## src/rtl/dg_pkg.sv

```systemverilog
// Shared encodings for the decode-stage exception gate.
// Assumes 4-bit opcode classes; codes at or above OP_FIRST_BAD are invalid.
package dg_pkg;
    localparam int OPW    = 4;
    localparam int CAUSEW = 3;
    localparam int NCAUSE = 6;

    localparam logic [OPW-1:0] OP_ALU       = 4'd0;
    localparam logic [OPW-1:0] OP_DIV       = 4'd1;
    localparam logic [OPW-1:0] OP_LOAD      = 4'd2;
    localparam logic [OPW-1:0] OP_STORE     = 4'd3;
    localparam logic [OPW-1:0] OP_FP        = 4'd4;
    localparam logic [OPW-1:0] OP_PRIV      = 4'd5;
    localparam logic [OPW-1:0] OP_TRAP      = 4'd6;
    localparam logic [OPW-1:0] OP_FIRST_BAD = 4'd7;

    typedef enum logic [CAUSEW-1:0] {
        CAUSE_NONE    = 3'd0,
        CAUSE_FETCH   = 3'd1,
        CAUSE_INVALID = 3'd2,
        CAUSE_PRIV    = 3'd3,
        CAUSE_TRAPI   = 3'd4,
        CAUSE_DIVZ    = 3'd5,
        CAUSE_ADDR    = 3'd6
    } cause_e;
endpackage

```

## src/rtl/dg_classify.sv

```systemverilog
// Classifies the instruction at decode: raw cause flags (bit k = cause code k),
// memory/floating-point hold conditions and the divide-to-clear rewrite.
// Assumes zero_bits is current for the cycle the instruction is presented.
module dg_classify
    import dg_pkg::*;
#(
    parameter int NREG = 16,
    localparam int RW = $clog2(NREG)
) (
    input  logic [OPW-1:0]  op,
    input  logic            fetch_fault,
    input  logic            user_mode,
    input  logic [RW-1:0]   rs1,
    input  logic [RW-1:0]   rs2,
    input  logic [NREG-1:0] zero_bits,
    input  logic            fp_strict,
    input  logic            fp_safe,
    input  logic            rsp_valid,
    input  logic            rsp_fault,
    output logic [NCAUSE:1] raw,
    output logic            is_mem,
    output logic            fp_hold,
    output logic            do_clear
);
    logic dividend_zero;
    logic divisor_zero;

    // Look up zero properties of both sources.
    always_comb begin
        dividend_zero = zero_bits[rs1];
        divisor_zero  = zero_bits[rs2];
    end

    // Raise one flag per possible cause; priority is resolved elsewhere.
    always_comb begin
        is_mem           = (op == OP_LOAD) || (op == OP_STORE);
        raw[CAUSE_FETCH] = fetch_fault;
        raw[CAUSE_INVALID] = (op >= OP_FIRST_BAD);
        raw[CAUSE_PRIV]  = (op == OP_PRIV) && user_mode;
        raw[CAUSE_TRAPI] = (op == OP_TRAP);
        raw[CAUSE_DIVZ]  = (op == OP_DIV) && divisor_zero;
        raw[CAUSE_ADDR]  = is_mem && rsp_valid && rsp_fault;
    end

    // Hold and rewrite conditions for instructions that do not trap.
    always_comb begin
        fp_hold  = (op == OP_FP) && fp_strict && !fp_safe;
        do_clear = (op == OP_DIV) && dividend_zero && !divisor_zero;
    end
endmodule

```

## src/rtl/dg_cause_pick.sv

```systemverilog
// Fixed-priority selection of one cause code from the raw flags:
// the lowest code wins. Also reports whether any pre-address cause is set.
module dg_cause_pick
    import dg_pkg::*;
(
    input  logic [NCAUSE:1]    raw,
    output logic [CAUSEW-1:0]  cause,
    output logic               any_cause,
    output logic               early_cause
);
    // Scan from lowest priority to highest so the highest one is kept.
    always_comb begin
        cause = CAUSE_NONE;
        for (int k = NCAUSE; k >= 1; k--) begin
            if (raw[k]) cause = CAUSE_NONE + CAUSEW'(k);
        end
    end

    // Summary flags used by the hold logic.
    always_comb begin
        any_cause   = |raw;
        early_cause = |raw[NCAUSE-1:1];
    end
endmodule

```

## src/rtl/dg_ctl.sv

```systemverilog
// Output registers: issue slot, trap-pending flag and latched cause.
// Assumes accept is never asserted while a trap is pending.
module dg_ctl
    import dg_pkg::*;
#(
    parameter int RW = 4
) (
    input  logic              clk,
    input  logic              rst_n,
    input  logic              take_issue,
    input  logic              take_trap,
    input  logic [CAUSEW-1:0] cause_in,
    input  logic [OPW-1:0]    op_in,
    input  logic [RW-1:0]     rd_in,
    input  logic              clear_in,
    input  logic              trap_ack,
    output logic              pending,
    output logic [CAUSEW-1:0] cause_q,
    output logic              iss_v,
    output logic [OPW-1:0]    iss_op,
    output logic [RW-1:0]     iss_rd,
    output logic              iss_clr
);
    // Trap-pending state: set on a trap, cleared on acknowledge.
    always_ff @(posedge clk) begin
        if (!rst_n) begin
            pending <= 1'b0;
            cause_q <= CAUSE_NONE;
        end else if (take_trap) begin
            pending <= 1'b1;
            cause_q <= cause_in;
        end else if (pending && trap_ack) begin
            pending <= 1'b0;
            cause_q <= CAUSE_NONE;
        end
    end

    // Issue slot: one cycle after acceptance.
    always_ff @(posedge clk) begin
        if (!rst_n) begin
            iss_v   <= 1'b0;
            iss_op  <= '0;
            iss_rd  <= '0;
            iss_clr <= 1'b0;
        end else begin
            iss_v   <= take_issue;
            iss_op  <= take_issue ? op_in : '0;
            iss_rd  <= take_issue ? rd_in : '0;
            iss_clr <= take_issue && clear_in;
        end
    end
endmodule

```

## src/rtl/decode_gate.sv

```systemverilog
// Decode-stage exception gate: screens each instruction for every possible
// exception so that nothing faulting reaches execution. Assumes the pointer
// check answers combinationally or later through ptr_rsp_valid, and that
// the instruction inputs are held while stall is high.
module decode_gate
    import dg_pkg::*;
#(
    parameter int NREG = 16,
    localparam int RW = $clog2(NREG)
) (
    input  logic              clk,
    input  logic              rst_n,
    input  logic              in_valid,
    input  logic [OPW-1:0]    in_op,
    input  logic              in_fetch_fault,
    input  logic [RW-1:0]     in_rd,
    input  logic [RW-1:0]     in_rs1,
    input  logic [RW-1:0]     in_rs2,
    input  logic              in_fp_strict,
    input  logic              user_mode,
    input  logic [NREG-1:0]   zero_bits,
    input  logic              fp_safe,
    input  logic              ptr_rsp_valid,
    input  logic              ptr_rsp_fault,
    input  logic              trap_ack,
    output logic              stall,
    output logic              ptr_req_valid,
    output logic              issue_valid,
    output logic [OPW-1:0]    issue_op,
    output logic [RW-1:0]     issue_rd,
    output logic              issue_clear,
    output logic              trap_valid,
    output logic [CAUSEW-1:0] trap_cause
);
    logic [NCAUSE:1]    raw;
    logic               is_mem, fp_hold, do_clear;
    logic [CAUSEW-1:0]  cause;
    logic               any_cause, early_cause;
    logic               pending;
    logic               hold, accept, take_trap, take_issue;

    dg_classify #(.NREG(NREG)) u_cls (
        .op(in_op), .fetch_fault(in_fetch_fault), .user_mode(user_mode),
        .rs1(in_rs1), .rs2(in_rs2), .zero_bits(zero_bits),
        .fp_strict(in_fp_strict), .fp_safe(fp_safe),
        .rsp_valid(ptr_rsp_valid), .rsp_fault(ptr_rsp_fault),
        .raw(raw), .is_mem(is_mem), .fp_hold(fp_hold), .do_clear(do_clear)
    );

    dg_cause_pick u_pick (
        .raw(raw), .cause(cause), .any_cause(any_cause), .early_cause(early_cause)
    );

    // Decide whether the instruction must wait at decode this cycle.
    always_comb begin
        hold       = !early_cause && ((is_mem && !ptr_rsp_valid) || fp_hold);
        accept     = in_valid && !pending && !hold;
        take_trap  = accept && any_cause;
        take_issue = accept && !any_cause;
    end

    // Handshake outputs towards fetch and the pointer checker.
    always_comb begin
        stall         = in_valid && !accept;
        ptr_req_valid = in_valid && !pending && is_mem && !early_cause;
    end

    dg_ctl #(.RW(RW)) u_ctl (
        .clk(clk), .rst_n(rst_n),
        .take_issue(take_issue), .take_trap(take_trap), .cause_in(cause),
        .op_in(in_op), .rd_in(in_rd), .clear_in(do_clear), .trap_ack(trap_ack),
        .pending(pending), .cause_q(trap_cause),
        .iss_v(issue_valid), .iss_op(issue_op), .iss_rd(issue_rd), .iss_clr(issue_clear)
    );

    // Trap-pending flag is the trap request.
    always_comb trap_valid = pending;
endmodule

```

## config.mk

```make
export PLATFORM = sky130hd
export DESIGN_NAME = decode_gate
export DESIGN_NICKNAME = d
export VERILOG_FILES = /design/src/rtl/dg_pkg.sv /design/src/rtl/dg_classify.sv /design/src/rtl/dg_cause_pick.sv /design/src/rtl/dg_ctl.sv /design/src/rtl/decode_gate.sv
export SDC_FILE = /design/constraint.sdc
export NUM_CORES = 1
export LEC_CHECK = 0
export BUFFER_PORTS_ARGS = -buffer_cell sky130_fd_sc_hd__clkbuf_2
export CAP_MARGIN = 5
export CORE_MARGIN = 5
export CORE_UTILIZATION = 45
export CTS_BUF_LIST = sky130_fd_sc_hd__clkbuf_4
export DETAILED_ROUTE_END_ITERATION = 8
export GPL_TIMING_DRIVEN = 0
export HOLD_SLACK_MARGIN = 0.1
export PLACE_DENSITY = 0.85
export SLEW_MARGIN = 20
export SYNTH_ARGS = -nofsm -noshare
export SYNTH_HDL_FRONTEND = slang
export SYNTH_SLANG_ARGS = --single-unit
```

## constraint.sdc

```tcl
create_clock -name clk -period 4.4 [get_ports clk]
set_input_delay 0.44 -clock clk [delete_from_list [all_inputs] [get_ports clk]]
set_output_delay 0.44 -clock clk [all_outputs]
set_load 0.01 [all_outputs]
```

==> impl_metrics.toml <==
[detailed_routing]
routed_wl_microns = 2390
first_pass_iters = 4
m1WireLength_microns = 958
wl_met3_microns = 178
dr_wl_met2_microns = 1223
top_layer = "met4"
drt-initial-drc-count = 22
routedWlPerCell_microns = 13.82
drtAntennaViolNets = 0
vias_per_cell = 5.139
vias = 889
drc = 0

[critical_path]
required_ns = 3.96
crit_arrival_ns = 1.54
cp_max_fo = 8
path_cells = "clkbuf_2 > a21o_1 > a211o_1 > a21oi_1 > o21a_1 > clkbuf_2"
crit_cells = 6
crit_top_cell = "clkbuf_2"
critPathCaptureType = "output pin"
crit_slowest_cell = "a211o_1"
critical_path_buf_inv_count = 2
rr_worst_depth = 4
slowest_delay_ns = 0.37
critPathKind = "in -> out"
worst_setup_path_start_kind = "primary input"
cp_top_family = "compound AO/OA/AOI/OAI gates"

[sta]
setup_viol_count_final = 0
drv_slew = 0
finalCriticalPeriod_ns = 1.984
setup_tns_ns = 0
hold_viol_final = 0
rsz0062_at_grt = "false"
max_freq_mhz = 504.1
fin_crit_sh_pct = 45.08
skew_ns = 0.008354

[synth]
yosys.area.top_type = "dfxtp_1"
synth_top_area_share_pct = 31.46
synth_area_leaders = "dfxtp_1 31%, mux4_2 10%, mux2i_1 9.0%"
ys_ff_latch = 14
yosysUniqueCellTypes = 38
synth_ff_type = "dfxtp_1"
synth_edf_count = 0
synthArstFlopShare_pct = 0
syn_inst = 87
yosysMostFrequentCell = "dfxtp_1"
synth_area_sq_um = 890.9
yosysSeqAreaShare_pct = 31.46
syn_area_per_cell_sq_um = 10.24
ys_warn_count = 0
ys_top_cells_by_count = "14 x dfxtp_1, 8 x mux2i_1, 8 x nand2_1"
syn-num-nets = 129

[power_and_ir_drop]
p_clk_share_pct = 24.1
p_sw_uw = 70.72
power_frac_seq_pct = 48.7
p_leak_uw = 0.0006011
p_comb_share_pct = 27.2
switching_share_pct = 26.12
p_per_area_mw_per_mm2 = 220.6
intPower_uw = 200.0
max-vdd-ir-drop_v = 0.00009509

[floorplan]
core-area_sq_mm = 0.001922
dieArea_sq_mm = 0.002970
num_rows = 16
die_y_microns = 54.50
die_x_microns = 54.50
initial_core_util_pct = 46.35
io_pins = 58

[final_layout]
fin_cells = 173
fill_cells = 173
drive_gt1_share_pct = 47.26
syn2layout_area_growth_pct = 37.78
antenna_cells = 0
nets = 190

[clocking]
cts.sinks = 14
cts_root_buf = "clkbuf_4"
cts_resized = 0
clockBufferDepth = 2
cts_buffers = 3
post_cts_buffers = 0
cts_tree = "yes"
worstSkewPairLatency_ns = 0.27
path_clk_slew_ns = 0.08
h-tree-depth = 1
holdBufCountCts = 0

[placed_design]
placed_cells = 170
hpwl_microns = 2073
gp_congestion = 0.7489
port-buffer-count = 56

[global_route]
antenna_found_initial = 0
first_global_vias = 861
grt-ovfl-total = 0
grt_pass1_wl_microns = 3567
grtUsageTotal_pct = 16.88
grt_max_degree = 10

[outcome]
outcome = "finished clean"

[worst_hold_path]
worst_hold_path_type = "in -> reg"
hold_depth = 2

[job]
drv_cap = 0
sequential cells by signal, indices dropped and copies added (netlist names):
signal	flops
u_ctl.iss_clr	1
u_ctl.pending	1
u_ctl.iss_rd	4
u_ctl.cause_q	3
u_ctl.iss_v	1
u_ctl.iss_op	4
metal layers:
| layer | track usage [%] | vias up |
|---|---|---|
| met3 | 2.180 | 2 |
| met5 | 0 | - |
| met2 | 30.28 | 39 |
| li1 | - | 455 |
| met1 | 19.27 | 393 |
| met4 | 8.714 | 0 |
logic make-up after synthesis:
group / Yosys count / share of synthesized area [%]
and+or+nand+nor: 40 / 28.09
AOI/OAI and AO/OA: 17 / 16.29
DFF: 14 / 31.46
muxes: 13 / 22.05
buffers and inverters: 2 / 1.685
other: 1 / 0.4209
cell usage in the layout (no fill, tap or decap), types with 2 or more instances in the layout:
master / n
a21boi_0: 2
a21oi_1: 2
and2_1: 7
clkbuf_2: 56
clkbuf_4: 3
dfxtp_1: 14
mux2i_1: 8
mux4_2: 4
nand2_1: 8
nand2b_1: 3
nand3_1: 2
nor2_1: 4
nor2b_1: 3
nor3_1: 2
nor3b_1: 3
metrics by stage:
step	cell area (sq um)	worst slack [ns]	util [%]	hold slack, ns	power (uW)
floorplan	890.9	2.690	-	0.5198	173.7
global placement	1205	2.452	62.70	0.4637	205.3
detailed placement	1205	2.417	62.70	0.4825	208.1
CTS	1227	2.421	63.87	0.3673	274.1
global route	1227	2.327	63.87	0.3621	288.6
finish	1227	2.416	63.87	0.3773	270.7
final timing paths:
| check | start | slack, ns | end |
|---|---|---|---|
| min reg2reg | u_ctl.cause_q[1] | 0.49 | u_ctl.cause_q[1] |
| max | in_op[1] | 2.42 | stall |
| max reg2reg | u_ctl.pending | 2.98 | u_ctl.iss_clr |
| min | in_rd[1] | 0.38 | u_ctl.iss_rd[1] |
cell type report:
type | instances | area (sq um) | share of cell area [%]
multi-input combinational | 71 | 595.6 | 48.52
sequential | 14 | 280.3 | 22.83
timing repair buffer | 56 | 280.3 | 22.83
tap | 27 | 33.78 | 2.752
clock buffer | 3 | 22.52 | 1.835
buffer | 1 | 11.26 | 0.9174
inverter | 1 | 3.754 | 0.3058
power by group through the flow:
stage	registers, uW	logic, uW	clock network, uW
final	132	73.5	65.4
after global routing	132	80.2	75.9
after global placement	135	70.7	0
after detailed placement	135	73.2	0
after CTS	132	73.6	68.7
after floorplan	136	37.2	0
Note: power is estimated with default switching activity, not from simulation.
